### src/rtl/mmp_pkg.sv
package mmp_pkg;

    localparam int MMP_ADDR_W  = 24;
    localparam int MMP_WORD_W  = 32;
    localparam int MMP_BUS_W   = 16;
    localparam int MMP_LEN_W   = 5;
    localparam int MMP_MIN_LEN = 2;

    typedef enum logic [2:0] {
        ST_IDLE,
        ST_ALE,
        ST_HOLD,
        ST_STROBE,
        ST_ACK
    } mmp_state_e;

    // transfer attributes captured at acceptance
    typedef struct packed {
        logic write;
        logic wide;
    } mmp_mode_t;

    // per-cycle phase flags from the sequencer
    typedef struct packed {
        logic start;
        logic ale;
        logic addr_drv;
        logic data;
        logic sample;
        logic ack;
    } mmp_phase_t;

    function automatic int units_per_word(int word_w, int unit_w);
        return word_w / unit_w;
    endfunction

    function automatic int idx_width(int n);
        return (n > 1) ? $clog2(n) : 1;
    endfunction

endpackage

### src/rtl/mmp_seq.sv
module mmp_seq
    import mmp_pkg::*;
#(
    parameter int ADDR_W  = MMP_ADDR_W,
    parameter int WORD_W  = MMP_WORD_W,
    parameter int LEN_W   = MMP_LEN_W,
    parameter int MIN_LEN = MMP_MIN_LEN,
    parameter int NB      = 4,
    parameter int NH      = 2,
    parameter int BEAT_W  = 2
) (
    input  logic              clk,
    input  logic              rst,
    input  logic              req_valid,
    input  logic              req_write,
    input  logic [ADDR_W-1:0] req_addr,
    input  logic [WORD_W-1:0] req_wdata,
    input  logic              cfg_wide,
    input  logic [LEN_W-1:0]  cfg_len,
    output mmp_mode_t         mode,
    output logic [ADDR_W-1:0] cur_addr,
    output logic [BEAT_W-1:0] beat,
    output logic [WORD_W-1:0] wdata,
    output mmp_phase_t        phase
);

    mmp_state_e        state;
    logic [LEN_W-1:0]  len_q;
    logic [LEN_W-1:0]  cnt;
    logic [LEN_W-1:0]  len_eff;
    logic [BEAT_W-1:0] last_idx;
    logic              strobe_end;

    assign len_eff    = (cfg_len < LEN_W'(MIN_LEN)) ? LEN_W'(MIN_LEN) : cfg_len;
    assign last_idx   = mode.wide ? BEAT_W'(NH - 1) : BEAT_W'(NB - 1);
    assign strobe_end = (state == ST_STROBE) && (cnt == '0);

    always_ff @(posedge clk) begin
        if (rst) begin
            state    <= ST_IDLE;
            mode     <= '0;
            len_q    <= LEN_W'(MIN_LEN);
            cnt      <= '0;
            beat     <= '0;
            cur_addr <= '0;
            wdata    <= '0;
        end else begin
            case (state)
                ST_IDLE: begin
                    if (req_valid) begin
                        mode     <= '{write: req_write, wide: cfg_wide};
                        len_q    <= len_eff;
                        cur_addr <= req_addr;
                        wdata    <= req_wdata;
                        beat     <= '0;
                        state    <= ST_ALE;
                    end
                end
                ST_ALE: state <= ST_HOLD;
                ST_HOLD: begin
                    cnt   <= len_q - LEN_W'(1);
                    state <= ST_STROBE;
                end
                ST_STROBE: begin
                    if (cnt == '0) begin
                        if (beat == last_idx) begin
                            state <= ST_ACK;
                        end else begin
                            beat     <= beat + BEAT_W'(1);
                            cur_addr <= cur_addr + ADDR_W'(1);
                            state    <= ST_ALE;
                        end
                    end else begin
                        cnt <= cnt - LEN_W'(1);
                    end
                end
                ST_ACK:  state <= ST_IDLE;
                default: state <= ST_IDLE;
            endcase
        end
    end

    always_comb begin
        phase          = '0;
        phase.start    = (state == ST_IDLE) && req_valid;
        phase.ale      = (state == ST_ALE);
        phase.addr_drv = (state == ST_ALE) || (state == ST_HOLD);
        phase.data     = (state == ST_STROBE);
        phase.sample   = strobe_end && !mode.write;
        phase.ack      = (state == ST_ACK);
    end

endmodule

### src/rtl/mmp_lane.sv
module mmp_lane
    import mmp_pkg::*;
#(
    parameter int ADDR_W = MMP_ADDR_W,
    parameter int WORD_W = MMP_WORD_W,
    parameter int BUS_W  = MMP_BUS_W,
    parameter int BEAT_W = 2
) (
    input  logic              addr_drv,
    input  logic              data_drv,
    input  mmp_mode_t         mode,
    input  logic [ADDR_W-1:0] cur_addr,
    input  logic [BEAT_W-1:0] beat,
    input  logic [WORD_W-1:0] wdata,
    output logic [BUS_W-1:0]  bus_out,
    output logic [1:0]        bus_oe
);

    localparam int LANE_W = BUS_W / 2;
    localparam int NB     = units_per_word(WORD_W, LANE_W);
    localparam int NH     = units_per_word(WORD_W, BUS_W);
    localparam int HB     = idx_width(NH);

    logic [LANE_W-1:0] byte_sel [NB];
    logic [BUS_W-1:0]  half_sel [NH];

    for (genvar i = 0; i < NB; i++) begin : g_byte
        assign byte_sel[i] = wdata[i*LANE_W +: LANE_W];
    end

    for (genvar j = 0; j < NH; j++) begin : g_half
        assign half_sel[j] = wdata[j*BUS_W +: BUS_W];
    end

    always_comb begin
        bus_out = '0;
        bus_oe  = 2'b00;
        if (addr_drv) begin
            bus_oe  = 2'b11;
            bus_out = mode.wide ? cur_addr[BUS_W-1:0] : cur_addr[ADDR_W-1 -: BUS_W];
        end else if (data_drv) begin
            if (mode.wide) begin
                bus_out = half_sel[beat[HB-1:0]];
                bus_oe  = {2{mode.write}};
            end else begin
                // upper lane completes the address, lower lane carries the byte
                bus_out = {cur_addr[LANE_W-1:0], byte_sel[beat]};
                bus_oe  = {1'b1, mode.write};
            end
        end
    end

endmodule

### src/rtl/mmp_pack.sv
module mmp_pack
    import mmp_pkg::*;
#(
    parameter int WORD_W = MMP_WORD_W,
    parameter int BUS_W  = MMP_BUS_W,
    parameter int BEAT_W = 2
) (
    input  logic              clk,
    input  logic              rst,
    input  logic              start,
    input  logic              sample,
    input  logic              wide,
    input  logic [BEAT_W-1:0] beat,
    input  logic [BUS_W-1:0]  bus_in,
    output logic [WORD_W-1:0] rdata
);

    localparam int LANE_W   = BUS_W / 2;
    localparam int NB       = units_per_word(WORD_W, LANE_W);
    localparam int PER_HALF = BUS_W / LANE_W;

    always_ff @(posedge clk) begin
        if (rst) begin
            rdata <= '0;
        end else if (start) begin
            rdata <= '0;
        end else if (sample) begin
            for (int k = 0; k < NB; k++) begin
                if (wide ? (int'(beat) == k / PER_HALF) : (int'(beat) == k)) begin
                    rdata[k*LANE_W +: LANE_W] <= wide ? bus_in[(k % PER_HALF)*LANE_W +: LANE_W]
                                                      : bus_in[LANE_W-1:0];
                end
            end
        end
    end

endmodule

### src/rtl/mux_mem_port.sv
module mux_mem_port
    import mmp_pkg::*;
#(
    parameter int ADDR_W  = MMP_ADDR_W,
    parameter int WORD_W  = MMP_WORD_W,
    parameter int BUS_W   = MMP_BUS_W,
    parameter int LEN_W   = MMP_LEN_W,
    parameter int MIN_LEN = MMP_MIN_LEN
) (
    input  logic              clk,
    input  logic              rst,
    input  logic              req_valid,
    input  logic              req_write,
    input  logic [ADDR_W-1:0] req_addr,
    input  logic [WORD_W-1:0] req_wdata,
    input  logic              cfg_wide,
    input  logic [LEN_W-1:0]  cfg_len,
    output logic              req_ack,
    output logic [WORD_W-1:0] rsp_rdata,
    output logic [BUS_W-1:0]  bus_out,
    output logic [1:0]        bus_oe,
    input  logic [BUS_W-1:0]  bus_in,
    output logic              ale,
    output logic              rd_stb_n,
    output logic              wr_stb_n
);

    localparam int LANE_W = BUS_W / 2;
    localparam int NB     = units_per_word(WORD_W, LANE_W);
    localparam int NH     = units_per_word(WORD_W, BUS_W);
    localparam int BEAT_W = idx_width(NB);

    mmp_mode_t         mode;
    mmp_phase_t        phase;
    logic [ADDR_W-1:0] cur_addr;
    logic [BEAT_W-1:0] beat;
    logic [WORD_W-1:0] wdata;

    mmp_seq #(
        .ADDR_W (ADDR_W),
        .WORD_W (WORD_W),
        .LEN_W  (LEN_W),
        .MIN_LEN(MIN_LEN),
        .NB     (NB),
        .NH     (NH),
        .BEAT_W (BEAT_W)
    ) u_seq (
        .clk      (clk),
        .rst      (rst),
        .req_valid(req_valid),
        .req_write(req_write),
        .req_addr (req_addr),
        .req_wdata(req_wdata),
        .cfg_wide (cfg_wide),
        .cfg_len  (cfg_len),
        .mode     (mode),
        .cur_addr (cur_addr),
        .beat     (beat),
        .wdata    (wdata),
        .phase    (phase)
    );

    mmp_lane #(
        .ADDR_W(ADDR_W),
        .WORD_W(WORD_W),
        .BUS_W (BUS_W),
        .BEAT_W(BEAT_W)
    ) u_lane (
        .addr_drv(phase.addr_drv),
        .data_drv(phase.data),
        .mode    (mode),
        .cur_addr(cur_addr),
        .beat    (beat),
        .wdata   (wdata),
        .bus_out (bus_out),
        .bus_oe  (bus_oe)
    );

    mmp_pack #(
        .WORD_W(WORD_W),
        .BUS_W (BUS_W),
        .BEAT_W(BEAT_W)
    ) u_pack (
        .clk   (clk),
        .rst   (rst),
        .start (phase.start),
        .sample(phase.sample),
        .wide  (mode.wide),
        .beat  (beat),
        .bus_in(bus_in),
        .rdata (rsp_rdata)
    );

    assign ale      = phase.ale;
    assign req_ack  = phase.ack;
    assign rd_stb_n = !(phase.data && !mode.write);
    assign wr_stb_n = !(phase.data && mode.write);

endmodule

### config.mk
export PLATFORM = sky130hd
export DESIGN_NAME = mux_mem_port
export DESIGN_NICKNAME = d
export VERILOG_FILES = /design/src/rtl/mmp_pkg.sv /design/src/rtl/mmp_seq.sv /design/src/rtl/mmp_lane.sv /design/src/rtl/mmp_pack.sv /design/src/rtl/mux_mem_port.sv
export SDC_FILE = /design/constraint.sdc
export NUM_CORES = 1
export LEC_CHECK = 0
export ABC_AREA = 1
export BUFFER_PORTS_ARGS = -buffer_cell sky130_fd_sc_hd__buf_4
export CELL_PAD_IN_SITES_DETAIL_PLACEMENT = 0
export CELL_PAD_IN_SITES_GLOBAL_PLACEMENT = 1
export CORE_MARGIN = 3
export CORE_UTILIZATION = 35
export DETAILED_ROUTE_END_ITERATION = 16
export PLACE_DENSITY_LB_ADDON = 0.25
export REMOVE_ABC_BUFFERS = 1
export SLEW_MARGIN = 20
export SYNTH_ARGS = -nofsm -noshare
export SYNTH_HDL_FRONTEND = slang
export SYNTH_SLANG_ARGS = --single-unit
### constraint.sdc
create_clock -name clk -period 2.7 [get_ports clk]
set_clock_uncertainty 0.1 [all_clocks]
set_input_delay 0.135 -clock clk [delete_from_list [all_inputs] [get_ports clk]]
set_output_delay 0.135 -clock clk [all_outputs]
set_load 0.01 [all_outputs]
# Yosys cells after proc, flatten, opt, wreduce, memory -nomap -nowiden
# Index checks and enable logic that the tools add are counted.
totals:
  register_bits: 105
  inputBits: 82
op_classes:
  n_addsub: 4
  magnitude_cmp: 3
  n_eq_ne: 12
  muxes: 33
  n_bitwise: 2
  n_reduce_logical: 23
op_table:
  columns: ["cell", "n"]
  rows:
  - ["$mux W16", 7]
  - ["$mux W24", 3]
  - ["$pmux W24 S2", 1]
  - ["$add A24 B1 Y24 const B", 1]
  - ["$mux W8", 3]
  - ["$bmux W8 S2", 1]
  - ["$mux W2", 7]
  - ["$reduce_and A2 Y1", 7]
  - ["$pmux W3 S4", 1]
  - ["$mux W5", 2]
  - ["$pmux W5 S2", 1]
  - ["$sub A5 B1 Y5 const B", 2]
  - ["$mux W3", 3]
  - ["$ne A2 B2 Y1 const B", 4]
  - ["$eq A3 B2 Y1 const B", 2]
  - ["$logic_and A1 B1 Y1", 5]
  - ["$logic_not A5 Y1", 1]
  - ["$lt A5 B2 Y1 const B", 1]
  - ["$eq A2 B2 Y1 const B", 2]
  - ["$pmux W2 S2", 1]
  - ["$reduce_and A4 Y1", 1]
  - ["$reduce_bool A2 Y1", 2]
  - ["$eq A3 B1 Y1 const B", 1]
  - ["$eq A3 B3 Y1 const B", 1]
  - ["other kinds (13)", 17]

# Longest topological paths before layout
# Gate-level depths: netlist (run 1).
logic_depth:
  ltp_word: 7
  depth_mapped: 12

# Cells and area by module
# A second synthesis (run 1) with hierarchy kept.
hier_totals:
  cells_unflattened: 1008
  area_unflattened_um2: 6273.5
modules_own_cells:
  columns: ["mod", "instances", "cells_each", "area_each_um2", "seq_area_each_um2"]
  rows:
  - ["mmp_seq", 1, 561, 3792.4, 1461.4]
  - ["mmp_pack", 1, 236, 1510.2, 640.6]
  - ["mmp_lane", 1, 208, 959.7, 0.0]
  - ["mux_mem_port", 1, 3, 11.3, 0.0]

# Worst setup path after synthesis (run 1)
# No wires, ideal clock.
synth_timing:
  path_kind: "register to register"
  start: "register u_seq.beat[0]"
  end: "register u_pack.rdata[15]"
  setup_time_ps: 70
  arrival_ps: 1766
  slack_ps: 765
  stages_incl_launch_ff: 10
  n_path_buf: 2
  synth_period_minus_slack_ps: 1935
  path_cell_list: "dfxtp_1 > inv_1 > clkbuf_1 > ha_1 > nor2_1 > or2_2 > nor3_4 > buf_4 > o21ai_0 > a21oi_1"
synth_between:
  elab_chain_cells: 3
  elab_cells_between_ends: 4
synth_rtl:
  columns: ["item", "line_no", "rtl"]
  rows:
  - ["start: declaration", "mmp_seq.sv:22", "output logic [BEAT_W-1:0] beat,"]
  - ["start signal: assignment", "mmp_seq.sv:69", "beat <= beat + BEAT_W'(1);"]
  - ["$eq A2 B2 Y1 / $logic_not A2 Y1 (equally long branches)", "mmp_pack.sv:29", "if (wide ? (int'(beat) == k / PER_HALF) : (int'(beat) == k)) begin"]
  - ["$mux W1 *", "mmp_pack.sv:29", null]
  - ["$reduce_and A2 Y1 (no line) *", null, null]
  - ["end signal: indexed assignment", "mmp_pack.sv:30", "rdata[k*LANE_W +: LANE_W] <= wide ? bus_in[(k % PER_HALF)*LANE_W +: LANE_W]"]
  - ["end: declaration", "mmp_pack.sv:15", "output logic [WORD_W-1:0] rdata"]
# Mark *: on every way between the ends. The rest lies on a longest branch, timed or not.
# A chain may end at the register's enable or synchronous reset.

# Worst setup path after layout (run 1)
layout_timing:
  start: "register u_seq.state[0]"
  end: "output bus_oe[1]"
layout_between:
  elab_chain_cells: 3
  elab_cells_between_ends: 6
layout_rtl:
  columns: ["item", "line_no", "rtl"]
  rows:
  - ["start: declaration", "mmp_seq.sv:27", "mmp_state_e state;"]
  - ["start signal: assignment", "mmp_seq.sv:40", "state <= ST_IDLE;"]
  - ["start signal: assignment", "mmp_seq.sv:56", "state <= ST_ALE;"]
  - ["start signal: assignment", "mmp_seq.sv:59", "ST_ALE: state <= ST_HOLD;"]
  - ["$eq A3 B2 Y1, or another cell as far along", "mmp_seq.sv:88", "phase.data = (state == ST_STROBE);"]
  - ["$mux W2 / $logic_or A1 B1 Y1 (equally long branches)", "mmp_lane.sv:41, mmp_seq.sv:87", null]
  - ["$mux W2 *", "mmp_lane.sv:38", "if (addr_drv) begin"]
  - ["end: declaration", "mux_mem_port.sv:21", "output logic [1:0] bus_oe,"]
# Marked as above.

==> results of run 1 <==
through the flow:
step           cells  hold WS (ps)  instance area (um2)  util (%)
6_report        1273          20.4                 7750      48.6
5_1_grt         1273          35.7                 7750      48.6
3_3_place_gp    1203           263                 6890      43.2
4_1_cts         1273          1.33                 7750      48.6
3_5_place_dp    1203           268                 6890      43.2
2_1_floorplan    839           104                 5500         -
registers in the layout, indices dropped and copies added (netlist names):
signal	count
u_seq.mode	2
u_seq.cnt	5
u_seq.len_q	5
u_seq.beat	2
u_seq.state	3
u_seq.cur_addr	24
u_pack.rdata	32
u_seq.wdata	32
cells in the mapped netlist (6+ instances only):
| cell | number | share of area [%] |
|---|---|---|
| nand2_1 | 231 | 15 |
| dfxtp_1 | 105 | 37 |
| nor2_1 | 91 | 6.0 |
| nand3_1 | 55 | 4.8 |
| clkbuf_1 | 24 | 1.6 |
| o21ai_0 | 131 | 11 |
| buf_4 | 6 | 0.79 |
| buf_2 | 15 | 1.3 |
| mux2i_1 | 8 | 1.4 |
| inv_1 | 78 | 5.1 |
| a21oi_1 | 73 | 6.4 |
kinds of logic after synthesis:
logic type      count (synthesis)  synth area share, %
flops                         105                 36.8
compound gates                241                 22.7
fa+ha+maj                       5                 1.09
simple gates                  397                 28.7
mux                             8                 1.40
buf+inv                       129                 9.32
power by group through the flow:
stage	combinational, W	sequential, W	clock [W]
floorplan	0.000683	0.00187	0
global placement	0.00115	0.00188	0
detailed placement	0.00116	0.00188	0
CTS	0.00123	0.00184	0.00147
global route	0.00138	0.00187	0.00151
finish	0.00122	0.00185	0.00143
final timing paths:
kind | start | to | slack, ps | depth (start not counted)
worst min register to register | u_pack.rdata[0] | u_pack.rdata[0] | 350 | 2
worst min-delay path | bus_in[15] | u_pack.rdata[15] | 20 | 3
worst max register to register | u_seq.cur_addr[1] | u_seq.cur_addr[12] | 610 | 10
worst max-delay path | u_seq.state[0] | bus_oe[1] | 410 | 7
cell type report:
type,count,share of cell area [%]
Clock buffer,10,3.08
Clock inverter,6,1.05
Inverter,83,4.02
Multi-Input combinational cell,651,39.8
Sequential cell,105,27.1
Tap cell,216,3.48
Timing Repair Buffer,202,21.5
worst max-delay path: cells and delay by family, from the launching register on:
kind,cells,cell delay (ps)
simple gates,2,670
compound gates,1,140
buf+inv,4,490
flops,1,420
per-layer routing:
| metal | part of all wire [%] | vias to the layer above | GRT usage (%) |
|---|---|---|---|
| met5 | 0 | - | 0 |
| met1 | 47 | 2703 | 27.3 |
| li1 | - | 3229 | - |
| met4 | 1.1 | 0 | 4.91 |
| met2 | 47 | 146 | 32.3 |
| met3 | 4.7 | 11 | 3.19 |
cells in the final DEF, fill, tap and decap left out, types with 5 or more instances in the layout:
master	n
buf_4	147
o22ai_1	5
nand3_1	55
a21oi_1	73
nor2_1	91
mux2i_1	8
dlygate4sd3_1	54
ha_1	5
nand2_2	6
dfxtp_1	104
inv_1	78
nand2_1	230
a22o_1	5
clkbuf_16	9
o21ai_0	131
repair_timing:
item | in CTS | in global routing
setup endpoints to repair | 0 | 1
endpoints found under the hold margin | 68 | 0
resized for setup | 0 | 1
hold buffers | 54 | 0
==> results.ini, run 1 <==
[setup_path]
cp_cell_sequence = inv_1 > nor3_1 > inv_1 > nand2_2 > inv_1 > o211ai_1 > buf_4
slowest_delay_ps = 420
critical_path.max_fanout = 17
worstSetupStartpointType = flop
required_ps = 2470
path_class = flop to output pin
endpoint_kind = output pin
crit_top_cell = inv_1
cpMaxStageDelayCell = dfxtp_1
crit_arrival_ps = 2060

[power_and_ir_drop]
peakVddDrop_v = 0.000384
p_comb_share_pct = 27.2
p_int_w = 0.00295
power.total_w = 0.00449
power_switching_w = 0.00154
seq_power_share_pct = 41.1
p_leak_nw = 3.23
clkPwrFrac_pct = 31.7
power_density_nw_per_um2 = 579
swShare_pct = 34.4

[timing]
setup-violations-final = 0
hold_violations = 0
max_freq_mhz = 437
rsz0062_at_grt = false
slew_headroom_pct = 61.2
final.min_clock_period_ps = 2290
setup_tns_ps = 0
report.final.slew_viol_count = 0
worstMarginPinSlew_ps = 580
fin_crit_sh_pct = 84.8
fin_ws_ps = 410

[floorplan]
floorplan.initialDensity_pct = 35.9
die-area_um2 = 17900
die_w_um = 134
core_area_um2 = 15900
die-height_um = 134
rows = 46
ios = 136

[synth]
yosys_warnings = 0
ys_seq_area_share_pct = 36.8
synth_ff_type = dfxtp_1
async_flop_share_pct = 0
syn_area_um2 = 5720
syn_inst = 885
synth-seq-cells = 105
synth_edf_count = 0
synth_cell_type_count = 38
syn_avg_cell_area_um2 = 6.46

[cts]
cts_post_setup_buffers_inserted = 0
h-tree-depth = 3
cts_buffer_depth = 2
clk_latency_ps = 360
cts_tree = done
cts_num_sinks = 105
numCtsBuffers = 9
clk_pin_slew_ps = 80
root_buffer = clkbuf_16

[job]
max-cap-violations = 0

[layout]
finalNetCount = 1139
area_growth_pct = 35.6
multi_input_area_um2 = 3090
fillCellCount = 1675
drive_gt1_share_pct = 18.0
ff_latch_area_um2 = 2100
diodes = 0

[routing]
drc = 0
via_per_inst = 4.78
first_pass_iters = 5
routedWlPerCell_um = 14.2
vias = 6089
drt_wl_total_mm = 18.0
ant_nets = 0
drtIter0Drc = 389

[global_route]
grt-ovfl-total = 0
grt_pass1_wl_mm = 28.7
grt_pass1_vias = 5710
grt_antenna_before_repair = 0
grt_max_degree = 55
grtUsageTotal_pct = 19.7

[hold_path]
worst_hold_path_type = input port to flop

[placement]
gp_congestion = 0.828
port-buffer-count = 135
dp_hpwl_mm = 12.8
pre_cts_ws_ps = 550

[run_status]
status = finished, final reports clean

Note: power is estimated with default switching activity, not from simulation.
==> run 2, diff against run 1 <==
Settings changed: ABC_AREA 1 to 0.
Clock period 2.7 ns to 1.96 ns, I/O delays scaled along.
==> run 2 against run 1 <==
The flow now finishes with violations (setup timing). Power is 36% higher. Via count is 4.2% lower. Critical path depth is 1 lower. First-iteration DRC count is 3.1% lower. Wire length is 6.2% higher. Synthesized cell count is 27% lower. Sequential power is 29% higher. Register-to-register slack worse by 710 ps. Non-clock buffer count is 79 higher. Critical endpoint is now u_seq.cur_addr[1]. Largest cell class unchanged.
==> results.ini, run 2 <==
[run_status]
status = complete, but fails checks
failed_checks = setup timing

[global_route]
grt_antenna_before_repair = 0  ; unchanged
use_met1_pct = 28.8  ; +1.5 points
use_met3_pct = 4.87  ; +1.7 points
grt_pass1_vias = 5701  ; -0.16%
grtUsageTotal_pct = 20.7  ; +0.96 points
grt_pass1_wl_mm = 29.7  ; +3.5%
use_met2_pct = 31.7  ; -0.61 points
grt_max_degree = 37  ; -33%
busiest_layer = met2
grt-ovfl-total = 0  ; unchanged

[routing]
drt_wl_total_mm = 19.1  ; +6.2%
drc = 0  ; unchanged
routedWlPerCell_um = 17.5  ; +23%
drtIter0Drc = 377  ; -3.1%
vias = 5833  ; -4.2%
first_pass_iters = 5  ; unchanged
ant_nets = 0  ; unchanged
via_per_inst = 5.32  ; +11%

[layout]
top_regs = u_pack.rdata (32), u_seq.wdata (32), u_seq.cur_addr (24)
design_area_um2 = 8860  ; +14%
layout_commonest_cell = buf_4
post-route-util_pct = 57.5  ; +8.8 points
drive_gt1_share_pct = 40.7  ; +23 points
fillCellCount = 1418  ; -15%
area_growth_pct = 58.0
final_cell_mix = buf_4, dfxtp_1, nand2_1
diodes = 0  ; unchanged
finalNetCount = 967  ; -15%

[hold_path]
worst_hold_path_type = input port to flop

[synth]
synth_top_area_share_pct = 37.5  ; +0.71 points
yosys_warnings = 0  ; unchanged
synth_ff_type = dfxtp_1
yosys-top-cells-count = dfxtp_1, nand2_1, mux2i_1, o21ai_0, a21oi_1
ys_seq_area_share_pct = 37.5  ; +0.71 points
synth_top_area_cell = dfxtp_1
async_flop_share_pct = 0  ; unchanged
syn_area_um2 = 5610  ; -1.9%
yosys-top-cells-area = dfxtp_1, mux2i_1, a22o_1
synth_edf_count = 0  ; unchanged
synth_cell_type_count = 60  ; +58%
syn_avg_cell_area_um2 = 8.71  ; +35%
syn_inst = 644  ; -27%
synth-seq-cells = 105  ; unchanged
synth_most_common_cell = dfxtp_1

[placement]
place_area_um2 = 7170  ; +4.0%
port-buffer-count = 135  ; unchanged
gp_congestion = 0.873  ; +5.5%
dp_hpwl_mm = 12.6  ; -1.3%
pre_cts_ws_ps = -107  ; -658 ps

[timing]
slew_headroom_pct = 70.7  ; +9.5 points
final.min_clock_period_ps = 2060
fin_hold_ws_ps = 14.9  ; -5.55 ps
fin_ws_ps = -101  ; -511 ps
worstMarginPinSlew_ps = 437  ; -143 ps
report.final.slew_viol_count = 0  ; unchanged
rsz0062_at_grt = true
setup-violations-final = 24  ; +24
max_freq_mhz = 485
fin_crit_sh_pct = 105
hold_violations = 0  ; unchanged

[floorplan]
core_area_um2 = 15400  ; -3.2%
rows = 45  ; -2.2%
ios = 136  ; unchanged
die-area_um2 = 17600  ; -1.8%
floorplan.initialDensity_pct = 36.4  ; +0.50 points
die-height_um = 133  ; -0.90%
die_w_um = 133  ; -0.90%

[setup_path]
worstSetupStartpointType = flop
critical_path.max_fanout = 10  ; -7
path_class = flop to flop
endpoint_kind = flop
crit_arrival_ps = 2220  ; +160 ps
required_ps = 2120  ; -350 ps

[power_and_ir_drop]
p_leak_nw = 3.59  ; +11%
power_density_nw_per_um2 = 689  ; +19%
power.total_w = 0.00611  ; +36%
peakVddDrop_v = 0.000438  ; +14%

[cts]
root_buffer = clkbuf_16
h-tree-depth = 3  ; unchanged
cts_num_sinks = 105  ; unchanged
cts_tree = done
clk_latency_ps = 360  ; about the same
numCtsBuffers = 9  ; unchanged
clk_pin_slew_ps = 80  ; about the same
cts_buffer_depth = 2  ; unchanged

[job]
max-cap-violations = 0  ; unchanged

==> run 2: cell types whose count changed after synthesis, moves of 29 or more <==
cell / before / now
o21ai_0: 131 / 48
inv_1: 78 / 9
a22o_1: 5 / 39
a21oi_1: 73 / 44
mux2i_1: 8 / 60
nand2_1: 231 / 78
nand3_1: 55 / 13
nor2_1: 91 / 43
==> run 2: area by class of cell <==
type	count	area, um2	share of cell area, %
inverter	10	51.3	0.579
sequential	105	2120	23.9
clock inverter	7	86.3	0.974
tap	211	264	2.98
timing repair buffer	281	2540	28.7
clock buffer	9	225	2.54
multi-input combinational	473	3580	40.4
==> run 2: path summary, 6_finish.rpt <==
check                  start            endpoint  slack, ps  depth (start not counted)
max reg2reg     u_seq.cnt[2]   u_seq.cur_addr[1]       -100                          6
max             u_seq.cnt[2]   u_seq.cur_addr[1]       -100                          6
min             req_addr[21]  u_seq.cur_addr[21]         10                          4
min reg2reg  u_pack.rdata[4]     u_pack.rdata[4]        370                          2
==> run 2: per-stage QoR <==
stage,TNS [ps],cells
floorplan,-109450,588
global placement,-314,995
detailed placement,-1370,995
CTS,-184,1090
global route,-3590,1096
finish,-1170,1096
==> run 2: critical path, cell delays in order (launching register included) <==
cell	delay (ps)
dfxtp_2	320
or4_4	560
a2111oi_4	260
o21a_4	280
buf_12	150
nor2_1	50
a311oi_2	250
==> run 2: power by group <==
| part | total [W] | switching, W | internal [W] |
|---|---|---|---|
| registers | 0.00239 | 0.000115 | 0.00228 |
| logic | 0.00179 | 0.000874 | 0.000916 |
| clock network | 0.00193 | 0.000904 | 0.00102 |
==> run 2: logic make-up after synthesis <==
group	count (synthesis)	share of synthesized area [%]
adders and majority gates	5	1.12
muxes	75	14.5
AOI/OAI and AO/OA	194	23.1
xor gates and xnor gates	3	0.468
DFF	105	37.5
and+or+nand+nor	196	16.7
buffers and inverters	66	6.58
==> run 2: timing repair <==
action,CTS,global route
buffers inserted,19,4
gates resized for setup,52,88
endpoints found under the setup margin,51,72
hold buffers,58,0
pin swaps,8,44
cloned,2,3
endpoints found under the hold margin,75,0
==> run 2: per-layer routing <==
| metal | up-vias | share of wire [%] |
|---|---|---|
| li1 | 2848 | - |
| met1 | 2762 | 47 |
| met2 | 197 | 46 |
| met3 | 26 | 6.1 |
| met4 | 0 | 1.8 |
| met5 | - | 0 |
==> run 3, diff against run 2 <==
Settings changed: CORE_UTILIZATION 35 to 36.
==> run 3 against run 2 <==
The run still ends with setup timing left. Critical path type unchanged. Core utilization is 1.2 points higher. Worst setup slack improved by 26 ps. Fmax increased by 1.3%. Worst hold slack lost 6.0 ps. Final area fell by 1.7%. Register-to-register slack better by 30 ps. Sequential share of layout area increased by 0.43 points. Power decreased by 2.0%. Combinational power hardly changed. Global-route usage is 0.93 points higher. Wire length is 2.2% higher.
==> results.ini, run 3 (synthesis results as in run 2) <==
[run_status]
status = complete, but fails checks
failed_checks = setup timing

[cts]
h-tree-depth = 3  ; unchanged
cts_buffer_depth = 2  ; unchanged
numCtsBuffers = 9  ; unchanged
cts_num_sinks = 105  ; unchanged
clk_latency_ps = 360  ; about the same
root_buffer = clkbuf_16
clk_pin_slew_ps = 70  ; about the same
cts_tree = done

[timing]
fin_hold_ws_ps = 8.86  ; -6.03 ps
slew_headroom_pct = 67.7  ; -3.0 points
rsz0062_at_grt = true
fin_crit_sh_pct = 104  ; -1.3 points
setup-violations-final = 24  ; unchanged
hold_violations = 0  ; unchanged
worstMarginPinSlew_ps = 484  ; +46.8 ps
max_freq_mhz = 491  ; +1.3%
report.final.slew_viol_count = 0  ; unchanged
final.min_clock_period_ps = 2040  ; -26.1 ps
fin_ws_ps = -75.1  ; +26.1 ps
setup_tns_ps = -1130  ; +40.5 ps

[layout]
drive_gt1_share_pct = 39.6  ; -1.0 points
top_regs = u_pack.rdata (32), u_seq.wdata (32), u_seq.cur_addr (24)
area_growth_pct = 55.3
diodes = 0  ; unchanged
layout_commonest_cell = buf_4
final_cell_mix = buf_4, dfxtp_1, nand2_1
finalNetCount = 960  ; -0.72%

[global_route]
grt-ovfl-total = 0  ; unchanged
grt_pass1_vias = 5688  ; -0.23%
grt_max_degree = 40  ; +8.1%
grtUsageTotal_pct = 21.6  ; +0.93 points
grt_pass1_wl_mm = 29.2  ; -1.8%
grt_antenna_before_repair = 0  ; unchanged

[floorplan]
floorplan.initialDensity_pct = 37.7  ; +1.4 points
die_w_um = 131  ; -1.3%
die-area_um2 = 17100  ; -2.7%
rows = 44  ; -2.2%
core_area_um2 = 14900  ; -3.6%
ios = 136  ; unchanged
die-height_um = 131  ; -1.3%

[setup_path]
crit_top_cell = buf_4
worstSetupStartpointType = flop
required_ps = 2110  ; about the same
cpMaxStageDelayCell = dfxtp_4
slowest_delay_ps = 360  ; -200 ps
endpoint_kind = flop
path_class = flop to flop
crit_arrival_ps = 2180  ; -40 ps
critical_path.max_fanout = 5  ; -5
cp_cell_sequence = buf_4 > xor2_1 > a2111oi_4 > buf_4 > o21ai_4 > buf_12 > nor3_2 > a22o_1

[routing]
routedWlPerCell_um = 18.4  ; +5.5%
drt_wl_total_mm = 19.6  ; +2.2%
via_per_inst = 5.58  ; +4.8%
drtIter0Drc = 379  ; +0.53%
first_pass_iters = 5  ; unchanged
vias = 5926  ; +1.6%
ant_nets = 0  ; unchanged
drc = 0  ; unchanged

[power_and_ir_drop]
power_density_nw_per_um2 = 688  ; -0.27%
power.total_w = 0.00599  ; -2.0%
p_leak_nw = 3.52  ; -1.9%
peakVddDrop_v = 0.000492  ; +12%

[placement]
pre_cts_ws_ps = -193  ; -86.3 ps
port-buffer-count = 135  ; unchanged
dp_hpwl_mm = 12.7  ; +0.28%
gp_congestion = 0.867  ; -0.70%

[job]
max-cap-violations = 0  ; unchanged

[hold_path]
worst_hold_path_type = input port to flop

==> run 3: layer usage <==
layer	GRT usage, %	wire length (um)	share of wire [%]
met1	28.1	8820	45
met5	0	0	0
met3	4.31	1010	5.1
met4	4.96	315	1.6
met2	37.1	9430	48
==> run 3: power breakdown <==
part / leakage (nW) / switching (W) / total [W] / internal (W)
logic: 2.52 / 0.000879 / 0.00180 / 0.000916
registers: 0.860 / 0.000127 / 0.00240 / 0.00228
clock network: 0.142 / 0.000873 / 0.00179 / 0.000920
total: 3.52 / 0.00188 / 0.00599 / 0.00411
==> run 3: cell type report <==
cell class | instances | area, um2
multi-input combinational | 473 | 3550
clock inverter | 5 | 43.8
fill | 1293 | 6150
sequential | 105 | 2120
inverter | 10 | 51.3
timing repair buffer | 274 | 2470
tap | 184 | 230
clock buffer | 11 | 243
==> run 3: final timing paths <==
check                   from            endpoint  slack, ps  cells after the start
min reg2reg  u_pack.rdata[5]     u_pack.rdata[5]        370                      2
min              req_addr[9]   u_seq.cur_addr[9]          9                      5
max reg2reg    u_seq.mode[0]  u_seq.cur_addr[20]        -80                      8
max            u_seq.mode[0]  u_seq.cur_addr[20]        -80                      8
==> run 3: worst max-delay path: cells and delay by family (launching register included) <==
family          cells  cell delay, ps
buf+inv             3             460
compound gates      3             650
flops               1             360
simple gates        1              40
xor+xnor            1             310
==> run 3: timing repair <==
| item | 4_1_cts | 5_1_grt |
|---|---|---|
| setup buffers | 14 | 7 |
| hold endpoints to repair | 62 | 0 |
| setup endpoints to repair | 68 | 73 |
| hold buffers | 54 | 0 |
| cloned | 3 | 3 |
| pin swaps | 15 | 44 |
| resized for setup | 60 | 75 |
==> run 3: per-stage QoR <==
stage / cell area (um2) / cells / util [%]
detailed placement: 7110 / 966 / 47.8
finish: 8710 / 1062 / 58.6
floorplan: 5290 / 588 / -
CTS: 8310 / 1053 / 55.9
global route: 8710 / 1062 / 58.6
global placement: 7110 / 966 / 47.8
